**config.mk**
```make
export PLATFORM = sky130hd
export DESIGN_NAME = tx_irq_seq
export DESIGN_NICKNAME = d
export VERILOG_FILES = /design/src/rtl/tx_irq_pkg.sv /design/src/rtl/tx_irq_rst_sync.sv /design/src/rtl/tx_irq_prio.sv /design/src/rtl/tx_irq_fsm.sv /design/src/rtl/tx_irq_stat.sv /design/src/rtl/tx_irq_seq.sv
export SDC_FILE = /design/constraint.sdc
export NUM_CORES = 1
export LEC_CHECK = 0
export ABC_AREA = 0
export BUFFER_PORTS_ARGS = -buffer_cell sky130_fd_sc_hd__buf_2
export CORE_UTILIZATION = 43
export DETAILED_ROUTE_END_ITERATION = 8
export PLACE_DENSITY_LB_ADDON = 0.2
export SKIP_LAST_GASP = 1
export SYNTH_ARGS = -nofsm -noshare
export SYNTH_HDL_FRONTEND = slang
export SYNTH_SLANG_ARGS = --single-unit
```
**constraint.sdc**
```tcl
create_clock -name clk -period 2.4 [get_ports clk]
set_clock_uncertainty 0.15 [all_clocks]
set_input_delay 0.24 -clock clk [delete_from_list [all_inputs] [get_ports clk]]
set_output_delay 0.24 -clock clk [all_outputs]
set_load 0.05 [all_outputs]
```
**src/rtl/tx_irq_pkg.sv**
```systemverilog
package tx_irq_pkg;

  // State encoding equals the host-visible {pending, active, eoi} flags.
  typedef enum logic [2:0] {
    ST_IDLE = 3'b000,
    ST_PEND = 3'b100,
    ST_ASRT = 3'b110,
    ST_ACKD = 3'b010,
    ST_DONE = 3'b001
  } svc_state_e;

  localparam int unsigned CH_FLAG_W = 7;
  localparam logic [1:0]  TX_TYPE   = 2'b10;
  localparam logic [2:0]  VEC_LOW   = 3'b010;

endpackage

```
**src/rtl/tx_irq_rst_sync.sv**
```systemverilog
module tx_irq_rst_sync #(
  parameter int unsigned STAGES = 2
) (
  input  logic clk,
  input  logic rst_n,
  output logic rst_sync_n
);

  logic [STAGES-1:0] sync_q;

  always_ff @(posedge clk or negedge rst_n) begin
    if (!rst_n) begin
      sync_q <= '0;
    end else begin
      sync_q <= {sync_q[STAGES-2:0], 1'b1};
    end
  end

  assign rst_sync_n = sync_q[STAGES-1];

endmodule

```
**src/rtl/tx_irq_prio.sv**
```systemverilog
module tx_irq_prio #(
  parameter int unsigned NUM_CH = 4,
  localparam int unsigned CH_W = (NUM_CH > 1) ? $clog2(NUM_CH) : 1
) (
  input  logic [NUM_CH-1:0] req,
  output logic              any,
  output logic [CH_W-1:0]   pick
);

  // Walk from the top down so the lowest-numbered requester is the last write.
  always_comb begin
    pick = '0;
    for (int i = NUM_CH - 1; i >= 0; i--) begin
      if (req[i]) begin
        pick = CH_W'(i);
      end
    end
  end

  assign any = |req;

endmodule

```
**src/rtl/tx_irq_fsm.sv**
```systemverilog
module tx_irq_fsm
  import tx_irq_pkg::*;
(
  input  logic       clk,
  input  logic       rst_n,
  input  logic       any_req,
  input  logic       iack,
  input  logic       eoi,
  output svc_state_e state,
  output logic       latch_en,
  output logic       ack_fire,
  output logic       eoi_fire
);

  svc_state_e state_q, state_d;

  assign latch_en = (state_q == ST_PEND) && any_req;
  assign ack_fire = (state_q == ST_ASRT) && iack;
  assign eoi_fire = (state_q == ST_ACKD) && eoi;

  always_comb begin
    state_d = state_q;
    unique case (state_q)
      ST_IDLE: if (any_req) state_d = ST_PEND;
      ST_PEND: state_d = any_req ? ST_ASRT : ST_IDLE;
      ST_ASRT: if (iack) state_d = ST_ACKD;
      ST_ACKD: if (eoi) state_d = ST_DONE;
      ST_DONE: state_d = ST_IDLE;
      default: state_d = ST_IDLE;
    endcase
  end

  always_ff @(posedge clk or negedge rst_n) begin
    if (!rst_n) begin
      state_q <= ST_IDLE;
    end else begin
      state_q <= state_d;
    end
  end

  assign state = state_q;

endmodule

```
**src/rtl/tx_irq_stat.sv**
```systemverilog
module tx_irq_stat
  import tx_irq_pkg::*;
#(
  parameter int unsigned NUM_CH = 4,
  localparam int unsigned CH_W = (NUM_CH > 1) ? $clog2(NUM_CH) : 1
) (
  input  logic                        clk,
  input  logic                        rst_n,
  input  logic [NUM_CH*CH_FLAG_W-1:0] ch_flags,
  input  logic [CH_W-1:0]             sel,
  input  logic                        cap_en,
  input  logic                        clr_en,
  output logic [7:0]                  status
);

  logic [CH_FLAG_W-1:0] slice [NUM_CH];
  logic [CH_FLAG_W-1:0] chosen;
  logic [7:0]           status_q, status_d;

  for (genvar c = 0; c < NUM_CH; c++) begin : g_slice
    assign slice[c] = ch_flags[c*CH_FLAG_W +: CH_FLAG_W];
  end

  always_comb begin
    chosen = '0;
    for (int c = 0; c < NUM_CH; c++) begin
      if (sel == CH_W'(c)) begin
        chosen = slice[c];
      end
    end
  end

  always_comb begin
    status_d = status_q;
    if (clr_en) begin
      status_d = '0;
    end else if (cap_en) begin
      status_d = {chosen[6:2], 1'b0, chosen[1:0]};
    end
  end

  always_ff @(posedge clk or negedge rst_n) begin
    if (!rst_n) begin
      status_q <= '0;
    end else if (cap_en || clr_en) begin
      status_q <= status_d;
    end
  end

  assign status = status_q;

endmodule

```
**src/rtl/tx_irq_seq.sv**
```systemverilog
module tx_irq_seq
  import tx_irq_pkg::*;
#(
  parameter int unsigned NUM_CH = 4,
  parameter int unsigned VEC_W  = 8,
  localparam int unsigned CH_W  = (NUM_CH > 1) ? $clog2(NUM_CH) : 1,
  localparam int unsigned HW_W  = 3,
  localparam int unsigned FLG_W = NUM_CH * CH_FLAG_W
) (
  input  logic              clk,
  input  logic              rst_n,
  input  logic [NUM_CH-1:0] tx_req,
  input  logic [FLG_W-1:0]  ch_flags,
  input  logic              base_we,
  input  logic [VEC_W-1:0]  base_wdata,
  input  logic              iack,
  input  logic              eoi,
  output logic              irq_n,
  output logic [2:0]        flags,
  output logic [VEC_W-1:0]  vector,
  output logic [7:0]        svc_id,
  output logic [7:0]        tx_status
);

  logic                    rst_q_n;
  logic                    any_req;
  logic [CH_W-1:0]         pick;
  svc_state_e              state;
  logic                    latch_en, ack_fire, eoi_fire;
  logic [CH_W-1:0]         ch_q, ch_d;
  logic [VEC_W-1:HW_W]     base_q, base_d;

  tx_irq_rst_sync #(.STAGES(2)) u_rst (
    .clk(clk), .rst_n(rst_n), .rst_sync_n(rst_q_n)
  );

  tx_irq_prio #(.NUM_CH(NUM_CH)) u_prio (
    .req(tx_req), .any(any_req), .pick(pick)
  );

  tx_irq_fsm u_fsm (
    .clk(clk), .rst_n(rst_q_n), .any_req(any_req), .iack(iack), .eoi(eoi),
    .state(state), .latch_en(latch_en), .ack_fire(ack_fire), .eoi_fire(eoi_fire)
  );

  tx_irq_stat #(.NUM_CH(NUM_CH)) u_stat (
    .clk(clk), .rst_n(rst_q_n), .ch_flags(ch_flags), .sel(ch_q),
    .cap_en(ack_fire), .clr_en(eoi_fire), .status(tx_status)
  );

  // Served channel: frozen from the assert step until end of interrupt.
  always_comb begin
    ch_d = latch_en ? pick : ch_q;
  end

  always_ff @(posedge clk or negedge rst_q_n) begin
    if (!rst_q_n) begin
      ch_q <= '0;
    end else if (latch_en) begin
      ch_q <= ch_d;
    end
  end

  // Vector base: only the bits above the hardware-owned field are stored.
  always_comb begin
    base_d = base_we ? base_wdata[VEC_W-1:HW_W] : base_q;
  end

  always_ff @(posedge clk or negedge rst_q_n) begin
    if (!rst_q_n) begin
      base_q <= '0;
    end else if (base_we) begin
      base_q <= base_d;
    end
  end

  assign flags  = state;
  assign irq_n  = (state != ST_ASRT);
  assign vector = {base_q, VEC_LOW};
  assign svc_id = 8'({TX_TYPE, ch_q});

endmodule

```
==> run metrics, run 1 <==
status finished, final reports clean; GP Congestion 0.693; H-tree levels 1; Worst R2R Path Depth 2; # nets final 180; vias per cell 4.99; GRT overflow 0; Vias 808; Reg-to-Reg End u_stat.status[0]; PD cells about 1200 nW/um^2; DRT Pass-1 Iters 4; WS Path Type flop to flop; Critical Path RT approximately 2400 ps; syn_area_per_cell about 14 um^2; gr usage total between 10% and 20%; post-synthesis sequential area ratio between 40% and 50%; Seq cells post-synth 19; most frequent cells in the layout buf_2 (59), dfrtp_1 (19), conb_1 (11); Slew HR 55.7%; Least-Margin Pin Slew between 600 and 700 ps; Worst Hold Class input pin to flop; critical hold path startpoint base_wdata[4]; clock-pin slew on the worst setup and hold paths between 100 and 150 ps; final setup violation count 0; Post-Synthesis Cell Area 1010 um^2; post-DP HPWL roughly 1700 um; Worst Path Max Fanout 9; P&R area growth vs syn 30.4%; vias in the first global route ~800; dpl cell area 1280 um^2; Inserted Diodes 0; die extent in x a little over 50 um; cell count after synthesis 74; Final Total Pwr 1.52 mW; Routed Antenna Nets 0; initial antenna violation count 0; FMAX ~600 MHz; Final Critical Period 1670 ps; Final Util about 59%; most common cell after layout, fill and taps aside buf_2; CP cell instances mux4_1 -> a22o_1; RSZ-0062 raised after global routing false; Arr. time, crit path about 1700 ps; Hold Violations, Final 0; Post-Layout Inst Area around 1300 um^2; share of the synthesized area in the top cell type ~47%; Syn. warnings 0; reg2reg start ch_q[0]; die extent in y slightly above 50 um; Post-CTS Resized 0; WL/cell 12.4 um; endpoint class of the critical path flop; CP peak stage delay around 630 ps; r2r setup slk 730 ps; Clock Latency Late Sink about 290 ps; critical path's slowest cell mux4_1; row count 17; Tcrit/Tclk final between 60% and 70%; setup tns final 0 ps; Starting Density 45.5%; Final Max Tran Viols 0; clk buf depth 2; hold worst-path end base_q[4]; TritonCTS Sinks 19; DRT iter0 DRCs 14; Die ar. 2540 um^2; Post-Route WL 2010 um; core area about 2200 um^2; first-pass GRT wire length 3430 um; Worst setup SP type flop; CTS tree done; number of port buffers 59; CP top delay family multiplexers; layout cells sized above 1 between 50 and 60%; main area contributors after synthesis dfrtp_1 (47%), mux4_1 (16%), buf_4 (7.5%); DRC 0; total CTS buffers 3; clock root buffer master clkbuf_4; Synth cell types 23; Buf/Inv on CP 0; hold depth 2; largest net degree at the start of global routing 18; Yosys top cell by area dfrtp_1; Static Leak 0.691 nW; IR drop worst, VDD 0.916 mV; max-cap viol count 0; I/O Pins 73
==> kinds of logic (layout without fill, tap and decap cells) <==
logic type,Yosys count,in the layout,synth area share [%]
other cells,2,11,0.746
buf+inv,13,64,9.44
flops,19,19,47.2
mux,12,12,23.5
compound gates,15,15,11.6
simple gates,13,13,7.58
==> power breakdown <==
group          total [mW]  switching (mW)  internal [mW]  leakage, nW
logic               0.831           0.530          0.301        0.440
clock network       0.158          0.0957         0.0618       0.0177
registers           0.532           0.121          0.411        0.234
==> per-stage QoR <==
stage,hold WS (ps),worst slack [ps],cells
final,25.5,726,162
after CTS,21.5,708,162
after detailed placement,-121,726,157
after global routing,10.5,644,162
after floorplan,-206,593,83
after global placement,-124,764,157
==> cell type report <==
type / instances / area (um^2)
sequential: 19 / 475
timing repair buffer: 60 / 305
clock buffer: 3 / 22.5
multi-input combinational: 51 / 470
clock inverter: 1 / 5.00
tap: 28 / 35.0
fill: 195 / 898
==> per-layer routing <==
metal / routed length [um] / GRT usage, % / vias up / share of wire, %
li1: - / - / 378 / -
met5: 0 / 0 / - / 0
met4: 40 / 8.80 / 0 / 2.0
met2: 997 / 31.1 / 38 / 50
met1: 803 / 20.4 / 386 / 40
met3: 168 / 5.76 / 6 / 8.4
==> synth_stat cells, drive strengths merged <==
library cell,n
a22o,7
nor3b,2
a21oi,2
o21ai,1
or4,1
mux2,5
nor2,2
and3,1
a21bo,1
o21a,3
buf,13
mux4,7
dfrtp,19
nand2,2
nor2b,2
conb,2
nand2b,2
a22oi,1
nand3b,1
==> sequential cells by signal (all words and copies together) (netlist names) <==
register,cells
base_q,5
ch_q,2
u_fsm.state,3
u_rst.sync_q,2
u_stat.status,7
==> worst reg2reg max path, cell delays in order, from the launching register on <==
cell and delay (ps):
dfrtp_1 600, mux4_1 630, a22o_1 200
==> repair_timing <==
| action | 4_1_cts | 5_1_grt |
|---|---|---|
| hold endpoints to repair | 2 | 0 |
| hold buffers | 1 | 0 |
| buffers inserted | 0 | 0 |
==> worst max-delay path by stage <==
stage	start	endpoint	slack [ps]	cells after the start
after floorplan	ch_q[0]	u_stat.status[0]	590	3
after detailed placement	ch_q[0]	u_stat.status[6]	730	2
after global placement	ch_q[0]	u_stat.status[0]	760	2
after global routing	ch_q[0]	u_stat.status[0]	640	2
final	ch_q[0]	u_stat.status[0]	730	2
after CTS	ch_q[0]	u_stat.status[6]	710	2
No activity file was read; power rests on OpenSTA's default activity.
==> run 2: changes to the inputs <==
--- a/config.mk
+++ b/config.mk
@@ -5,9 +5,9 @@
 export SDC_FILE = /design/constraint.sdc
 export NUM_CORES = 1
 export LEC_CHECK = 0
-export ABC_AREA = 0
+export ABC_AREA = 1
 export BUFFER_PORTS_ARGS = -buffer_cell sky130_fd_sc_hd__buf_2
-export CORE_UTILIZATION = 43
+export CORE_UTILIZATION = 42
 export DETAILED_ROUTE_END_ITERATION = 8
 export PLACE_DENSITY_LB_ADDON = 0.2
 export SKIP_LAST_GASP = 1
==> constraint.sdc (replaced) <==
create_clock -name clk -period 1.73 [get_ports clk]
set_clock_uncertainty 0.15 [all_clocks]
set_input_delay 0.173 -clock clk [delete_from_list [all_inputs] [get_ports clk]]
set_output_delay 0.173 -clock clk [all_outputs]
set_load 0.05 [all_outputs]
==> run metrics, run 2 <==
status finished, final reports clean (unchanged); max reg flops 7 (unchanged); number of port buffers 59 (unchanged); TritonCTS Sinks 19 (unchanged); initial antenna violation count 0 (unchanged); cell count after synthesis 162 (was 74); main area contributors after synthesis dfrtp_1 (40%), nand2_1 (16%), buf_4 (6.4%) (was dfrtp_1 (47%), mux4_1 (16%), buf_4 (7.5%)); GP Congestion 0.731 (was 0.693); fraction of registers with async set/reset 100% (unchanged); setup tns final 0 ps (unchanged); IR drop worst, VDD 1.19 mV (was 0.916 mV); CP peak stage delay 610 ps (was 630 ps); Post-Synthesis Cell Area 1180 um^2 (was 1010 um^2); clock-pin slew on the worst setup and hold paths 100 ps (was 110 ps); gr usage total 19.0% (was 18.2%); most frequent cells in the layout buf_2 (59), nand2_1 (50), nor2_1 (20) (was buf_2 (59), dfrtp_1 (19), conb_1 (11)); r2r setup slk 230 ps (was 730 ps); Clock Latency Late Sink 290 ps (about the same); Post-synth top flop dfrtp_1 (unchanged); Worst Hold Class input pin to flop (unchanged); Post-CTS Resized 0 (unchanged); clock root buffer master clkbuf_4 (unchanged); DRC 0 (unchanged); Yosys top cell by area dfrtp_1 (unchanged); P&R area growth vs syn 31.5% (was 30.4%); crit path from ch_q[0] (unchanged); DRT Pass-1 Iters 4 (unchanged); post-synthesis sequential area ratio 40.3% (was 47.2%); Least-Margin Pin Slew 662 ps (was 664 ps); Commonest cells post-synth nand2_1 (50), nor2_1 (20), dfrtp_1 (19) (was dfrtp_1 (19), buf_4 (10), a22o_1 (7)); die extent in x 55.0 um (was 50.4 um); Inserted Diodes 0 (unchanged); clk buf depth 2 (unchanged); critical path's slowest cell dfrtp_1 (was mux4_1); CP Depth 1 (was 2); PD cells 1540 nW/um^2 (was 1160 nW/um^2); Post-Route WL 2780 um (was 2010 um); syn_area_per_cell 7.29 um^2 (was 13.6 um^2); # fillers 259 (was 195); most common cell in the netlist nand2_1 (was dfrtp_1); setup bufs post-CTS 0 (unchanged); GRT overflow 0 (unchanged); Final Critical Period 1560 ps; DRT iter0 DRCs 10 (was 14); H-tree levels 1 (unchanged); Tcrit/Tclk final between 90% and 100%; first-pass GRT wire length 4160 um (was 3430 um); CP top delay family flip-flops (was multiplexers); total CTS buffers 3 (unchanged); vias in the first global route 1060 (was 797); RSZ-0062 raised after global routing false (unchanged); final setup violation count 0 (unchanged); Starting Density 46.0% (was 45.5%); vias per cell 4.72 (was 4.99); DP Worst Slack 228 ps (was 726 ps); Die ar. 3030 um^2 (was 2540 um^2); layout cells sized above 1 34.2% (was 52.2%); Buf/Inv on CP 1 (was 0); share of the synthesized area in the top cell type 40.3% (was 47.2%); reg2reg start ch_q[1] (was ch_q[0]); CP cell instances buf_2 (was mux4_1 -> a22o_1); Hold Violations, Final 0 (unchanged); largest net degree at the start of global routing 18 (unchanged); die extent in y 55.0 um (was 50.4 um); max-cap viol count 0 (unchanged); WL/cell 10.8 um (was 12.4 um); # nets final 274 (was 180); Worst R2R Path Depth 6 (was 2); Vias 1217 (was 808); I/O Pins 73 (unchanged); Seq cells post-synth 19 (unchanged); post-DP HPWL 2160 um (was 1650 um); row count 18 (was 17); Synth cell types 23 (unchanged); placed cell count 246 (was 157); FMAX ~640 MHz; worst setup path end svc_id[0] (was u_stat.status[0]); Reg-to-Reg End u_stat.status[6] (was u_stat.status[0]); most common cell after layout, fill and taps aside buf_2 (unchanged); Syn. warnings 0 (unchanged); core area 2570 um^2 (was 2210 um^2); Worst setup SP type flop (unchanged); Final Util 60.5% (was 59.4%); Final Max Tran Viols 0 (unchanged); Critical Path RT 1410 ps (was 2440 ps); Arr. time, crit path 1240 ps (was 1710 ps); endpoint class of the critical path output pin (was flop); Final WS setup 168 ps (was 726 ps); number of synthesized flops with an enable pin 0 (unchanged); Slew HR 55.9% (was 55.7%); CTS tree done (unchanged); Routed Antenna Nets 0 (unchanged); final non-filler cell total 258 (was 162); WS Path Type flop to output pin (was flop to flop); Static Leak 0.902 nW (was 0.691 nW); Worst Path Max Fanout 14 (was 9)
==> run 2: cell count changes after synthesis, moves of 3 or more <==
cell,delta
nand3_1,+13
o21ai_0,+8
inv_2,+4
or2_2,+3
nor2_1,+18
o21a_1,-3
mux4_1,-6
nand2_1,+48
a22o_1,-7
inv_1,+10
==> run 2: kinds of logic (layout without fill, tap and decap cells) <==
kind of cell | count (synthesis) | count (layout) | share of synthesized area, %
and+or+nand+nor | 95 | 95 | 35.4
buffers and inverters | 28 | 85 | 13.0
DFF | 19 | 19 | 40.3
AOI/OAI and AO/OA | 13 | 13 | 5.93
muxes | 5 | 5 | 4.77
other | 2 | 11 | 0.636
==> run 2: how the worst min path moves through the flow <==
stage               startpoint               to  slack [ps]  cells past startpoint
floorplan                rst_n  u_rst.sync_q[0]        -270                      0
global placement         rst_n  u_rst.sync_q[0]        -190                      1
detailed placement       rst_n  u_rst.sync_q[0]        -190                      1
CTS                  tx_req[0]          ch_q[0]           6                      4
global route             rst_n  u_rst.sync_q[0]          20                      2
finish               tx_req[0]          ch_q[0]          10                      4
==> run 2: timing repair <==
item	in CTS	in global routing
endpoints found under the setup margin	0	0
hold buffers	8	0
endpoints found under the hold margin	9	0
==> run 2: final cells by class <==
class / instances / area, um^2 / area share [%]
sequential: 19 / 475 / 30.6
inverter: 14 / 52.6 / 3.38
timing repair buffer: 67 / 375 / 24.2
clock buffer: 4 / 26.3 / 1.69
tap: 30 / 37.5 / 2.42
multi-input combinational: 124 / 586 / 37.7
==> run 2: where the power goes <==
| group | switching (mW) | internal, mW | total, mW |
|---|---|---|---|
| combinational | 1.03 | 0.391 | 1.42 |
| sequential | 0.171 | 0.574 | 0.745 |
| clock | 0.132 | 0.0896 | 0.221 |
==> run 2: per-layer routing <==
| layer | GRT usage (%) | part of all wire [%] | up-vias |
|---|---|---|---|
| met1 | 22.1 | 43 | 532 |
| met3 | 5.46 | 10 | 2 |
| met2 | 34.5 | 47 | 60 |
| met5 | 0 | 0 | - |
| met4 | 3.75 | 0.14 | 0 |
| li1 | - | - | 623 |
==> run 2: metrics by stage <==
step                      power (mW)  instance area [um^2]  hold WS, ps
after global routing            2.58                  1550         18.5
after CTS                       2.40                  1550         6.33
final                           2.38                  1550         9.98
after global placement          2.13                  1450         -193
after floorplan                 1.88                  1210         -273
after detailed placement        2.16                  1450         -190
==> run 3: changes to the inputs <==
--- a/config.mk
+++ b/config.mk
@@ -10,6 +10,7 @@
 export CORE_UTILIZATION = 42
 export DETAILED_ROUTE_END_ITERATION = 8
 export PLACE_DENSITY_LB_ADDON = 0.2
+export SETUP_SLACK_MARGIN = 0.3
 export SKIP_LAST_GASP = 1
 export SYNTH_ARGS = -nofsm -noshare
 export SYNTH_HDL_FRONTEND = slang
==> run metrics, run 3 (synthesis gave the netlist of run 2 again) <==
status finished, final reports clean (unchanged); Static Leak 0.941 nW (was 0.902 nW); row count 18 (unchanged); vias in the first global route 1057 (was 1060); vias per cell 4.79 (was 4.72); Vias 1269 (was 1217); DRT iter0 DRCs 19 (was 10); DRC 0 (unchanged); Inserted Diodes 0 (unchanged); layout cells sized above 1 38.3% (was 34.2%); clk buf depth 2 (unchanged); Least-Margin Pin Slew 670 ps (was 662 ps); first-pass GRT wire length 4080 um (was 4160 um); Starting Density 46.0% (unchanged); Slew HR 55.3% (was 55.9%); Post-Route WL 2860 um (was 2780 um); FMAX 707 MHz (was 640 MHz); Worst Path Max Fanout 5 (was 14); initial antenna violation count 0 (unchanged); GP Congestion 0.943 (was 0.731); Hold Violations, Final 0 (unchanged); CTS tree done (unchanged); post-DP HPWL 2190 um (was 2160 um); core area 2570 um^2 (unchanged); final setup violation count 0 (unchanged); max reg flops 7 (unchanged); Clock Latency Late Sink 290 ps (about the same); Arr. time, crit path 1090 ps (was 1240 ps); largest net degree at the start of global routing 18 (unchanged); die extent in x 55.0 um (unchanged); gr usage total 18.4% (was 19.0%); dpl cell area 1450 um^2 (about the same); RSZ-0062 raised after global routing true (was false); total CTS buffers 3 (unchanged); Worst setup SP type flop (unchanged); most frequent cells in the layout buf_2 (57), nand2_1 (50), nor2_1 (19) (was buf_2 (59), nand2_1 (50), nor2_1 (20)); most common cell after layout, fill and taps aside buf_2 (unchanged); clock-pin slew on the worst setup and hold paths 110 ps (was 100 ps); Final Max Tran Viols 0 (unchanged); die extent in y 55.0 um (unchanged); Final WS setup 316 ps (was 168 ps); PD cells 1560 nW/um^2 (was 1540 nW/um^2); setup tns final 0 ps (unchanged); TritonCTS Sinks 19 (unchanged); Worst Hold Class input pin to async pin (was input pin to flop); Routed Antenna Nets 0 (unchanged); DRT Pass-1 Iters 7 (was 4); Tcrit/Tclk final 81.7% (was 90.3%); WS Path Type flop to output pin (unchanged); Post-Layout Inst Area 1630 um^2 (was 1550 um^2); # nets final 281 (was 274); Critical Path RT 1410 ps (about the same); I/O Pins 73 (unchanged); H-tree levels 1 (unchanged); number of port buffers 59 (unchanged); Worst R2R Path Depth 7 (was 6); worst hold slack 30.7 ps (was 9.98 ps); Die ar. 3030 um^2 (unchanged); WL/cell 10.8 um (about the same); GRT overflow 0 (unchanged); IR drop worst, VDD 1.04 mV (was 1.19 mV); P&R area growth vs syn 38.3% (was 31.5%); DP Worst Slack 341 ps (was 228 ps); clock root buffer master clkbuf_4 (unchanged); endpoint class of the critical path output pin (unchanged); Final Critical Period 1410 ps (was 1560 ps); max-cap viol count 0 (unchanged)
-- run 3: changes by cell type in the layout (fill, tap and decap cells not counted), moves of 2 or more --
cell,delta
buf_4,+6
dfrtp_2,+5
dfrtp_1,-5
buf_2,-2
-- run 3: per-layer routing --
metal / up-vias / wire [um] / global-route usage, %
met5: - / 0 / 0
met4: 0 / 6 / 4.58
met3: 2 / 186 / 1.91
met2: 55 / 1440 / 36.3
met1: 579 / 1230 / 20.6
li1: 633 / - / -
-- run 3: layout make-up --
class / instances / area, um^2
fillers: 244 / 933
well taps: 30 / 37.5
flip-flops and latches: 19 / 482
multi-input cells: 124 / 593
inverters: 14 / 55.1
repair buffers: 74 / 440
clock buffers: 4 / 26.3
-- run 3: report_power, final --
group / switching (mW) / internal [mW] / leakage (nW)
Clock: 0.130 / 0.0895 / 0.0150
Combinational: 1.08 / 0.499 / 0.697
Sequential: 0.159 / 0.585 / 0.229
Total: 1.37 / 1.17 / 0.941
-- run 3: path summary, 6_finish.rpt --
kind / start / end / slack [ps]
max: u_fsm.state[0] / irq_n / 320
min: rst_n / u_rst.sync_q[1] / 30
max reg2reg: u_fsm.state[1] / u_fsm.state[1] / 390
min reg2reg: u_rst.sync_q[1] / base_q[7] / 130
max in group asynchronous: u_rst.sync_q[1] / u_fsm.state[2] / 820
min in group clk: base_we / base_q[7] / 50
-- run 3: repair_timing --
item                                    in CTS  in global routing
gates resized for setup                      3                  6
hold buffers                                 9                  0
setup buffers                                0                  6
endpoints found under the hold margin       10                  0
endpoints found under the setup margin       2                  7
pin swaps                                    0                  1
-- run 3: worst max-delay path, stage by stage, from the launching register on --
cell and delay [ps]:
dfrtp_2 450, inv_4 90, nand3_4 100, buf_8 170
-- run 3: metrics by stage --
step / utilization [%] / std cells / power [mW]
CTS: 61.5 / 259 / 2.44
detailed placement: 56.6 / 246 / 2.18
finish: 63.6 / 265 / 2.54
floorplan: - / 171 / 1.89
global route: 63.6 / 265 / 2.72
global placement: 56.6 / 246 / 2.14
